## src/rtl/chunk_mul16.sv

```systemverilog
module chunk_mul16 #(
  parameter int OPW = 16
) (
  input  logic             clk,
  input  logic             rst_n,
  input  logic             start,
  input  logic             low_only,
  input  logic [OPW-1:0]   u_in,
  input  logic [OPW-1:0]   v_in,
  output logic             busy,
  output logic             done,
  output logic [2*OPW-1:0] product
);
  localparam int HW = OPW / 2;
  localparam int PW = 2 * OPW;

  logic [OPW-1:0] u_q, v_q;
  logic           low_q, busy_q, done_q;
  logic [1:0]     step_q;
  logic [PW-1:0]  acc_q;

  logic [HW-1:0]  a_sel, b_sel;
  logic [HW-1:0]  pp [HW];
  logic [OPW-1:0] core_sum;
  logic [PW-1:0]  placed;
  logic           last_step;
  logic           accept;

  assign accept    = start && !busy_q;
  assign last_step = low_q ? (step_q == 2'd2) : (step_q == 2'd3);

  // step order: lo*lo, hi(u)*lo(v), lo(u)*hi(v), hi*hi
  assign a_sel = step_q[0] ? u_q[OPW-1:HW] : u_q[HW-1:0];
  assign b_sel = step_q[1] ? v_q[OPW-1:HW] : v_q[HW-1:0];

  for (genvar i = 0; i < HW; i++) begin : g_pp
    assign pp[i] = {HW{a_sel[i]}} & b_sel;
  end

  always_comb begin
    core_sum = '0;
    for (int i = 0; i < HW; i++)
      core_sum = core_sum + (OPW'(pp[i]) << i);
  end

  always_comb begin
    case (step_q)
      2'd0:    placed = PW'(core_sum);
      2'd3:    placed = PW'(core_sum) << OPW;
      default: placed = PW'(core_sum) << HW;
    endcase
  end

  always_ff @(posedge clk) begin
    if (!rst_n) begin
      u_q    <= '0;
      v_q    <= '0;
      low_q  <= 1'b0;
      busy_q <= 1'b0;
      done_q <= 1'b0;
      step_q <= '0;
      acc_q  <= '0;
    end else begin
      done_q <= 1'b0;
      if (accept) begin
        u_q    <= u_in;
        v_q    <= v_in;
        low_q  <= low_only;
        busy_q <= 1'b1;
        step_q <= '0;
        acc_q  <= '0;
      end else if (busy_q) begin
        acc_q  <= acc_q + placed;
        step_q <= step_q + 2'd1;
        if (last_step) begin
          busy_q <= 1'b0;
          done_q <= 1'b1;
        end
      end
    end
  end

  assign busy    = busy_q;
  assign done    = done_q;
  assign product = low_q ? {{OPW{1'b0}}, acc_q[OPW-1:0]} : acc_q;

  a_r2_accept_clears: assert property (@(posedge clk) disable iff (!rst_n)
    (start && !busy) |=> (busy && acc_q == '0 && step_q == 2'd0));

  a_r6_done_single: assert property (@(posedge clk) disable iff (!rst_n)
    done |=> !done);

  a_r6_done_idle: assert property (@(posedge clk) disable iff (!rst_n)
    done |-> !busy);

  a_r6_done_after_busy: assert property (@(posedge clk) disable iff (!rst_n)
    $rose(done) |-> $past(busy));

  a_r7_hold_operands: assert property (@(posedge clk) disable iff (!rst_n)
    busy |=> ($stable(u_q) && $stable(v_q) && $stable(low_q)));

  a_r4_low_three_steps: assert property (@(posedge clk) disable iff (!rst_n)
    (busy && low_q) |-> (step_q <= 2'd2));

  a_r9_no_overflow: assert property (@(posedge clk) disable iff (!rst_n)
    (busy && !start) |=> (acc_q >= $past(acc_q)));

  a_r8_hold_result: assert property (@(posedge clk) disable iff (!rst_n)
    (!busy && !start) |=> $stable(product));
endmodule

```

## config.mk

```make
export PLATFORM = sky130hd
export DESIGN_NAME = chunk_mul16
export DESIGN_NICKNAME = d
export VERILOG_FILES = /design/src/rtl/chunk_mul16.sv
export SDC_FILE = /design/constraint.sdc
export NUM_CORES = 1
export LEC_CHECK = 0
export ABC_CLOCK_PERIOD_IN_PS = 9400
export BUFFER_PORTS_ARGS = -buffer_cell sky130_fd_sc_hd__buf_2
export CAP_MARGIN = 20
export CORE_AREA = 2 2 129 143
export CTS_BUF_LIST = sky130_fd_sc_hd__clkbuf_16
export DETAILED_ROUTE_END_ITERATION = 10
export DIE_AREA = 0 0 131 145
export PLACE_DENSITY = 0.66
export SETUP_SLACK_MARGIN = 0.4
export SLEW_MARGIN = 20
export SYNTH_ARGS = -nofsm -noshare
export SYNTH_HDL_FRONTEND = slang
export SYNTH_SLANG_ARGS = --single-unit
```

## constraint.sdc

```tcl
create_clock -name clk -period 9.4 [get_ports clk]
set_clock_uncertainty 0.1 [all_clocks]
set_input_delay 0.47 -clock clk [delete_from_list [all_inputs] [get_ports clk]]
set_output_delay 0.47 -clock clk [all_outputs]
set_load 0.03 [all_outputs]
```

-- Word level (Yosys, flattened, before mapping)
Cells that the tools add are included.
- bits in registers: 69
- output and inout port bits: 34
- $add $sub $neg: 9
- eq/ne operators: 2
- muxes and demuxes: 9
- bitwise operators: 10
- reduce and logical (&&, ||, !) cells: 5
- operator list (operator ; count):
    $and A8 B8 Y8 ; 8
    $pmux W32 S2 ; 1
    $add A32 B32 Y32 ; 1
    $mux W32 ; 1
    $add A15 B15 Y16 ; 1
    $mux W8 ; 2
    $add A14 B14 Y15 ; 1
    $add A13 B13 Y14 ; 1
    $add A12 B12 Y13 ; 1
    $add A11 B11 Y12 ; 1
    $add A10 B10 Y11 ; 1
    $add A8 B9 Y10 ; 1
    $mux W1 ; 5
    $eq A2 B2 Y1 const B ; 2
    $reduce_or A3 Y1 ; 1
    $add A2 B1 Y2 const B ; 1
    $logic_not A2 Y1 ; 1
    $not A1 Y1 ; 2
    $reduce_or A2 Y1 ; 1
    $logic_and A1 B1 Y1 ; 1
    $logic_not A1 Y1 ; 1

-- Depth between registers and ports, before layout
Gate-level depths: netlist of run 1.
- word-level depth: 11
- gate-level depth with buffers: 30

-- Worst setup path before layout of run 1
Ideal clock, no wire load.
- path kind: register -> register
- from: register step_q[1]
- to: register acc_q[26]
- setup time: 0.122 ns
- arrival time: 6.869 ns
- slack: 2.309 ns
- stages on the path, launching flop included: 27
- buffers on the path: 1
- period minus slack after synthesis: 7.091 ns
- cell sequence: dfxtp_1 clkbuf_1 mux2i_1 nor2_1 fa_1 fa_1 fa_1 fa_1 ha_1 a21oi_1 o21bai_1 a21oi_1 o21bai_1 a211o_1 a31oi_1 xor2_1 o22ai_1 ha_1 a211o_1 a21oi_2 nand2_1 nand4_1 a31oi_4 o221ai_2 o31ai_2 and4_1 a311o_1
- longest elaborated chain between the ends: 11
- ends and longest elaborated chain (what ; RTL line ; text):
    start, declared ; 19 ; logic [1:0] step_q;
    start signal, assigned ; 74 ; step_q <= step_q + 2'd1;
    $mux W8 ; 34 ; assign b_sel = step_q[1] ? v_q[OPW-1:HW] : v_q[HW-1:0];
    $and A8 B8 Y8 ; 37 ; assign pp[i] = {HW{a_sel[i]}} & b_sel;
    $add A8 B9 Y10 ; 43 ; core_sum = core_sum + (OPW'(pp[i]) << i);
    $add A10 B10 Y11 ; 43 ;
    $add A11 B11 Y12 ; 43 ;
    $add A12 B12 Y13 ; 43 ;
    $add A13 B13 Y14 ; 43 ;
    $add A14 B14 Y15 ; 43 ;
    $add A15 B15 Y16 ; 43 ;
    $pmux W32 S2 (*) ; 47 ; case (step_q)
    $add A32 B32 Y32 (*) ; 73 ; acc_q <= acc_q + placed;
    end signal, assigned ; 73 ;
    end, declared ; 20 ; logic [PW-1:0] acc_q;
Mark *: on every way between the ends. The rest lies on a longest branch, timed or not.
A chain may end at the register's enable or synchronous reset.

-- Worst setup path after layout of run 1
Same ends and word-level chain as after synthesis.

==> impl_summary.log, run 1 <==
[metrics] Chip Width: 131 um
[metrics] CTS root buf: clkbuf_16
[metrics] Reg clk slew, reported paths: 60 ps
[metrics] final worst-path cycle share: 82.4%
[metrics] max-slew violations: 0
[metrics] internal power of the cells: 619 uW
[metrics] worst min path class: input port to flop
[metrics] achievable clock frequency: 0.129 GHz
[metrics] largest driver fanout on the critical path: 12
[metrics] Worst Setup End Kind: flop
[metrics] library cells used by synthesis: 64
[metrics] count of antenna-violating nets left after detailed routing: 0
[metrics] kind of start point of the critical path: flop
[metrics] wirelength, routed: 15300 um
[metrics] Most used DFF post-synth: dfxtp_1
[metrics] layout overhead on the synthesized area: 12.3%
[metrics] starting density of the core: 36.5%
[metrics] count of instances resized after the clock tree is built: 0
[metrics] power share of the combinational group: 16.8%
[metrics] number of iterations in the first detailed-routing pass: 4
[metrics] worst-margin pin slew: 790 ps
[metrics] routed len/inst: 15.0 um
[metrics] nets in the synthesized netlist: 877
[metrics] HPWL after detailed placement: 11900 um
[metrics] DRC violation total after the first TritonRoute iteration: 265
[metrics] final layout net count: 916
[metrics] Hold Crit Depth: 2
[metrics] type of the worst setup path: flop to flop
[metrics] worst voltage drop across the vdd grid: 0.121 mV
[metrics] placeable core region: 0.0175 mm^2
[metrics] final standard cell utilization of the core: 41.0%
[metrics] overall die height: 145 um
[metrics] post-synthesis cell type with the largest combined area: dfxtp_1
[metrics] r2r worst-path depth: 25
[metrics] Lkg Pwr: 3.42 nW
[metrics] routability cong.: 0.877
[metrics] number of antenna violations at the first check in global routing: 0
[metrics] total die area: 0.0190 mm^2
[metrics] Hold-fix buffers, CTS: 0
[metrics] total power density per cell area: 120 mW/mm^2
[metrics] final worst path period need: 7750 ps
[metrics] I/O pin cnt: 70
[metrics] required time reported for the critical path endpoint: 9530 ps
[metrics] combined area of all synthesized cells: 0.00640 mm^2
[metrics] Via-to-Cell Ratio: 5.16
[metrics] Min-Delay Endpoint: v_q[13]$_SDFFE_PN0P_
[metrics] leading cell type in the layout, fill and taps excluded: nor2_1
[metrics] Worst Path Arrival: 7870 ps
[metrics] fraction of layout instances using a drive strength above 1: 15.5%
[metrics] number of synthesized register bits: 69
[metrics] launching point of the worst reg2reg path: step_q[1]$_SDFFE_PP0P_
[metrics] count of flip-flops with a built-in enable after synthesis: 0
[metrics] # Post-CTS Setup Buffers: 0
[metrics] via count: 5256
[metrics] number of failing setup endpoints in the final timing report: 0
[metrics] part of the Yosys area used for sequential elements: 21.6%
[metrics] Setup Total Neg Slack: 0 ps
[metrics] total of buffers placed on input and output ports: 69
[metrics] Tot GR Track Use: 16.4%
[metrics] RSZ-0062 raised after global routing: no
[metrics] H-tree levels: 3
[metrics] clock insertion delay at the later pin of the skew report: 350 ps
[metrics] most area-consuming cells after synthesis: dfxtp_1 22%, ha_1 13%, fa_1 12%, a22o_1 6.2%, nor2_1 5.2%
[metrics] overflow left after global routing: 0
[metrics] row cnt: 51
[metrics] net switching component of the power: 241 uW
[metrics] number of global-route vias before repair: 5021
[metrics] commonest cells after routing, fill and taps aside: 89 x nor2_1, 69 x dfxtp_1, 69 x buf_2
[metrics] buffers from clock root to sink, at most: 2
[metrics] number of clock sinks: 69
[metrics] async set or reset register ratio after synthesis: 0%
[metrics] area share of the largest cell type after synthesis: 21.6%
[metrics] average cell area after synthesis: 8.69 um^2
[metrics] count of endpoints failing hold in the final timing report: 0
[metrics] result of the run: finished clean
[metrics] Worst R2R End: acc_q[26]$_SDFFE_PP0P_
[metrics] max-slew headroom at the worst pin: 45.8%
[metrics] synthesized instance count: 737
[metrics] worst hold start: v_in[13]
[metrics] Switching Fraction: 28.0%
[metrics] number of max-cap violations: 0
[metrics] setup slack of the worst register-to-register path: 1650 ps
[metrics] post-route DRC violation count: 0
[metrics] largest net degree at the start of global routing: 35
[metrics] power share of the clock group: 46.6%
[metrics] CTS tree: yes
[metrics] number of diodes added for antenna fixing: 0
[metrics] proportion of power drawn by flip-flops and latches: 36.6%
[metrics] Synth warnings: 0
[metrics] global-route wire length before repair: 25000 um
[metrics] cts bufs inserted: 9
==> metal layers <==
layer  routed length, um  GRT usage, %
met1                7490          23.5
met2                6740          25.1
met3                 722          3.17
met4                 302          4.84
met5                   0             0
==> how the worst max path moves through the flow <==
stage	start	end	cells past startpoint
global placement	step_q[1]$_SDFFE_PP0P_	acc_q[26]$_SDFFE_PP0P_	25
finish	step_q[1]$_SDFFE_PP0P_	acc_q[26]$_SDFFE_PP0P_	25
detailed placement	step_q[1]$_SDFFE_PP0P_	acc_q[26]$_SDFFE_PP0P_	25
CTS	step_q[1]$_SDFFE_PP0P_	acc_q[26]$_SDFFE_PP0P_	25
floorplan	step_q[1]$_SDFFE_PP0P_	acc_q[26]$_SDFFE_PP0P_	26
global route	step_q[1]$_SDFFE_PP0P_	acc_q[26]$_SDFFE_PP0P_	25
==> flip-flops by register name, summed over array words and instances, names as in the netlist <==
register  count
low_q         1
busy          1
u_q          16
v_q          16
acc_q        32
step_q        2
done          1
==> power groups by stage <==
stage          logic [mW]  clock network (mW)  registers (mW)
4_1_cts             0.145               0.408           0.315
2_1_floorplan       0.110                   0           0.317
3_3_place_gp        0.142                   0           0.322
5_1_grt             0.160               0.420           0.317
6_report            0.144               0.400           0.315
3_5_place_dp        0.144                   0           0.322
==> synthesized netlist by cell type, types with 7 or more instances <==
library cell  number
nand2_1           36
dfxtp_1           69
a22o_1            45
or2_2             20
a21oi_1           32
o21ai_0           16
xor2_1            15
nor2_1            89
and2_1            13
nor2b_1           23
ha_1              65
clkbuf_1          24
o21a_1             7
xnor2_1           13
buf_4             16
a21o_1            15
nand3_1           10
or3_1             10
fa_1              39
mux2i_1           32
inv_1             55
==> cells by family after synthesis <==
group / synth area share (%)
xor+xnor: 3.83
simple gates: 17.4
mux: 5.00
fa+ha+maj: 24.9
buf+inv: 6.96
compound gates: 20.3
flops: 21.6
==> stage by stage <==
| stage | hold slack (ps) | instance area [um^2] | setup WS [ps] | power, mW | std cells |
|---|---|---|---|---|---|
| 3_3_place_gp | 362 | 6850 | 1790 | 0.464 | 1003 |
| 2_1_floorplan | 349 | 6400 | 2310 | 0.426 | 737 |
| 6_report | 229 | 7190 | 1650 | 0.860 | 1019 |
| 3_5_place_dp | 367 | 6850 | 1670 | 0.466 | 1003 |
| 4_1_cts | 217 | 7190 | 1620 | 0.868 | 1019 |
| 5_1_grt | 219 | 7190 | 1110 | 0.897 | 1019 |
==> critical path, stage by stage (launching register included) <==
cell      delay [ps]
dfxtp_1          680
mux2i_1          740
nor2_1           140
fa_1             580
fa_1             440
fa_1             520
fa_1             490
ha_1             340
a21oi_1          220
o21bai_1          90
a21oi_1          210
o21bai_1         110
a211o_1          290
a31oi_1          200
xor2_1           280
o22ai_1          150
ha_1             260
a211o_1          320
a21oi_2          200
nand2_1           80
nand4_1          150
a31oi_4           50
o221ai_2         320
o31ai_2          130
and4_1           210
a311o_1          310
==> cell type report <==
class                   instances  area (um^2)
fillers                      1769        10400
multi-input cells             566         4580
well taps                     238          298
inverters                      57          214
clock buffers                   9          225
clock inverters                 7          120
flip-flops and latches         69         1380
repair buffers                 73          375
Power figures use the tool's default switching activity.
==> run 2: changes to the inputs <==
- ABC_AREA: unset -> 1
- ABC_CLOCK_PERIOD_IN_PS: 9400 -> 7900
- CORE_AREA: 2 2 129 143 -> 2 2 135 150
- DIE_AREA: 0 0 131 145 -> 0 0 137 152
- PLACE_DENSITY: 0.66 -> 0.65
- clock period: 9.4 -> 7.9 ns (I/O delays scaled with it)
==> impl_summary.log, run 2 <==
[metrics] kind of start point of the critical path: flop
[metrics] I/O pin cnt: 70
[metrics] number of max-cap violations: 0
[metrics] CTS tree: yes
[metrics] number of failing setup endpoints in the final timing report: 0
[metrics] Via-to-Cell Ratio: 4.84
[metrics] overflow left after global routing: 0
[metrics] via count: 6626
[metrics] Most used DFF post-synth: dfxtp_1
[metrics] final setup slack of the worst path: 1150 ps
[metrics] Synth warnings: 0
[metrics] most frequent cells after synthesis: 199 x nand2_1, 186 x nor2_1, 185 x inv_1
[metrics] WP buf/inv: 6
[metrics] Reg clk slew, reported paths: 60 ps
[metrics] routed len/inst: 14.0 um
[metrics] Worst setup startpoint: step_q[1]$_SDFFE_PP0P_
[metrics] total of buffers placed on input and output ports: 69
[metrics] cts bufs inserted: 9
[metrics] Worst Setup End Kind: flop
[metrics] combinational family with the most area after synthesis: simple AND/OR/NAND/NOR gates
[metrics] global-route wire length before repair: 31200 um
[metrics] Setup Slack @ Placement: 1260 ps
[metrics] H-tree levels: 3
[metrics] count of endpoints failing hold in the final timing report: 0
[metrics] combined area of all synthesized cells: 0.00700 mm^2
[metrics] # Post-CTS Setup Buffers: 0
[metrics] layout overhead on the synthesized area: 10.9%
[metrics] worst min path class: input port to flop
[metrics] area share of the largest cell type after synthesis: 19.7%
[metrics] overall die height: 152 um
[metrics] number of diodes added for antenna fixing: 0
[metrics] Chip Width: 137 um
[metrics] total power density per cell area: 160 mW/mm^2
[metrics] count of antenna-violating nets left after detailed routing: 0
[metrics] post-synthesis cell type with the largest combined area: dfxtp_1
[metrics] buffers from clock root to sink, at most: 2
[metrics] Post-Synth XOR/XNOR Area: 3.13%
[metrics] result of the run: finished clean
[metrics] commonest cells after routing, fill and taps aside: 199 x nand2_1, 186 x nor2_1, 185 x inv_1
[metrics] Largest delay share family, worst path: adder cells
[metrics] CTS root buf: clkbuf_16
[metrics] synthesized instance count: 1072
[metrics] type of the worst setup path: flop to flop
[metrics] simple-gate area share of the yosys netlist: 25.7%
[metrics] proportion of synthesized area in mux cells: 0%
[metrics] launching point of the worst reg2reg path: step_q[1]$_SDFFE_PP0P_
[metrics] most area-consuming cells after synthesis: dfxtp_1 20%, ha_1 12%, fa_1 11%, nand2_1 11%, nor2_1 10%
[metrics] number of global-route vias before repair: 6322
[metrics] library cells used by synthesis: 35
[metrics] number of clock sinks: 69
[metrics] Hold-fix buffers, CTS: 0
[metrics] cell with the most instances after synthesis: nand2_1
[metrics] Setup Total Neg Slack: 0 ps
[metrics] routability cong.: 0.938
[metrics] row cnt: 54
[metrics] largest registers in the final layout: acc_q: 32 flops, u_q: 16 flops, v_q: 16 flops
[metrics] part of the Yosys area used for sequential elements: 19.7%
[metrics] count of instances resized after the clock tree is built: 0
[metrics] wirelength, routed: 19200 um
[metrics] final layout net count: 1251
[metrics] Worst Path Arrival: 6910 ps
[metrics] total die area: 0.0208 mm^2
[metrics] starting density of the core: 36.0%
[metrics] nets in the synthesized netlist: 1212
[metrics] flip-flop count of the largest register, all copies and words added: 32
[metrics] Worst R2R End: acc_q[30]$_SDFFE_PP0P_
[metrics] CP Depth: 32
[metrics] leading cell type in the layout, fill and taps excluded: nand2_1
[metrics] post-route DRC violation count: 0
[metrics] placeable core region: 0.0195 mm^2
[metrics] number of iterations in the first detailed-routing pass: 5
[metrics] Tot GR Track Use: 18.8%
[metrics] worst voltage drop across the vdd grid: 0.0889 mV
[metrics] largest driver fanout on the critical path: 19
[metrics] clock insertion delay at the later pin of the skew report: 360 ps
[metrics] Post-Synth Adder-Cell Area: 22.8%
[metrics] max-slew violations: 0
[metrics] slowest cell delay on critical path: 640 ps
[metrics] HPWL after detailed placement: 15700 um
[metrics] required time reported for the critical path endpoint: 8060 ps
[metrics] max-slew headroom at the worst pin: 47.3%
[metrics] slowest stage cell on the critical path: dfxtp_1
[metrics] number of antenna violations at the first check in global routing: 0
[metrics] count of flip-flops with a built-in enable after synthesis: 0
[metrics] worst-margin pin slew: 782 ps
[metrics] r2r worst-path depth: 32
[metrics] final worst-path cycle share: 85.4%
[metrics] async set or reset register ratio after synthesis: 0%
[metrics] register with the highest flop count: acc_q
[metrics] capturing instance or port of the critical path: acc_q[30]$_SDFFE_PP0P_
[metrics] achievable clock frequency: 0.148 GHz
[metrics] average cell area after synthesis: 6.53 um^2
[metrics] largest net degree at the start of global routing: 38
[metrics] fraction of layout instances using a drive strength above 1: 9.50%
[metrics] final worst path period need: 6750 ps
[metrics] synthesized-area fraction occupied by ao, oa, aoi and oai cells: 15.1%
[metrics] most frequent CP cell: nand2_1
[metrics] DRC violation total after the first TritonRoute iteration: 390
[metrics] setup slack of the worst register-to-register path: 1150 ps
[metrics] RSZ-0062 raised after global routing: no
[metrics] number of synthesized register bits: 69
[metrics] Lkg Pwr: 4.18 nW
==> run 2: cell types whose count changed after synthesis, moves of 10 or more <==
cell,change
nor2b_1,-23
o21ai_0,+47
and2_1,-13
o22ai_1,+11
nand2_1,+163
inv_1,+130
a21oi_1,+40
or3_1,-10
a22o_1,-45
mux2i_1,-32
nand3_1,+29
nor2_1,+97
o21ai_1,+12
or2_2,-19
==> run 2: cell families after synthesis <==
group	after synthesis
xor+xnor	25
flops	69
buf+inv	232
fa+ha+maj	104
compound gates	192
simple gates	450
==> run 2: area by class of cell <==
| cell class | count | area (um^2) |
|---|---|---|
| Multi-Input combinational cell | 771 | 4670 |
| Clock inverter | 7 | 96.3 |
| Timing Repair Buffer | 72 | 368 |
| Sequential cell | 69 | 1380 |
| Tap cell | 252 | 315 |
| Clock buffer | 9 | 225 |
| Fill cell | 2127 | 11700 |
| Inverter | 188 | 706 |
==> run 2: layer usage <==
layer | GRT usage, % | wire length (um) | up-vias
li1 | - | - | 3435
met1 | 25.1 | 8760 | 3012
met5 | 0 | 0 | -
met3 | 3.24 | 804 | 34
met4 | 6.87 | 487 | 0
met2 | 30.4 | 9120 | 145
==> run 2: how the worst min path moves through the flow <==
stage | start | slack (ps) | endpoint | depth (start not counted)
after global placement | u_q[0]$_SDFFE_PN0P_ | 330 | u_q[0]$_SDFFE_PN0P_ | 2
after CTS | u_in[5] | 160 | u_q[5]$_SDFFE_PN0P_ | 3
after global routing | u_in[0] | 170 | u_q[0]$_SDFFE_PN0P_ | 3
final | u_in[5] | 170 | u_q[5]$_SDFFE_PN0P_ | 3
after detailed placement | u_q[0]$_SDFFE_PN0P_ | 330 | u_q[0]$_SDFFE_PN0P_ | 2
after floorplan | u_q[0]$_SDFFE_PN0P_ | 310 | u_q[0]$_SDFFE_PN0P_ | 2
==> run 2: worst reg2reg max path, delay by kind of cell (launching register included) <==
kind / cells / cell delay, ps
adder cells (fa/ha/maj): 6 / 2870
AO/OA/AOI/OAI: 6 / 1410
AND/OR/NAND/NOR: 13 / 1090
flip-flops: 1 / 640
buffers and inverters: 6 / 290
XOR/XNOR: 1 / 250
==> run 2: power by group <==
group,switching (mW),internal (mW)
logic,0.268,0.132
registers,0.0176,0.372
clock network,0.174,0.278
total,0.459,0.782
==> run 2: stage by stage <==
| step | utilization (%) | area [um^2] | hold slack (ps) | total power, mW | instances |
|---|---|---|---|---|---|
| 2_1_floorplan | - | 7000 | 314 | 0.696 | 1072 |
| 3_3_place_gp | 38.2 | 7440 | 331 | 0.794 | 1352 |
| 3_5_place_dp | 38.2 | 7440 | 328 | 0.797 | 1352 |
| 4_1_cts | 39.9 | 7760 | 159 | 1.26 | 1368 |
| 5_1_grt | 39.9 | 7760 | 171 | 1.32 | 1368 |
| 6_report | 39.9 | 7760 | 167 | 1.24 | 1368 |
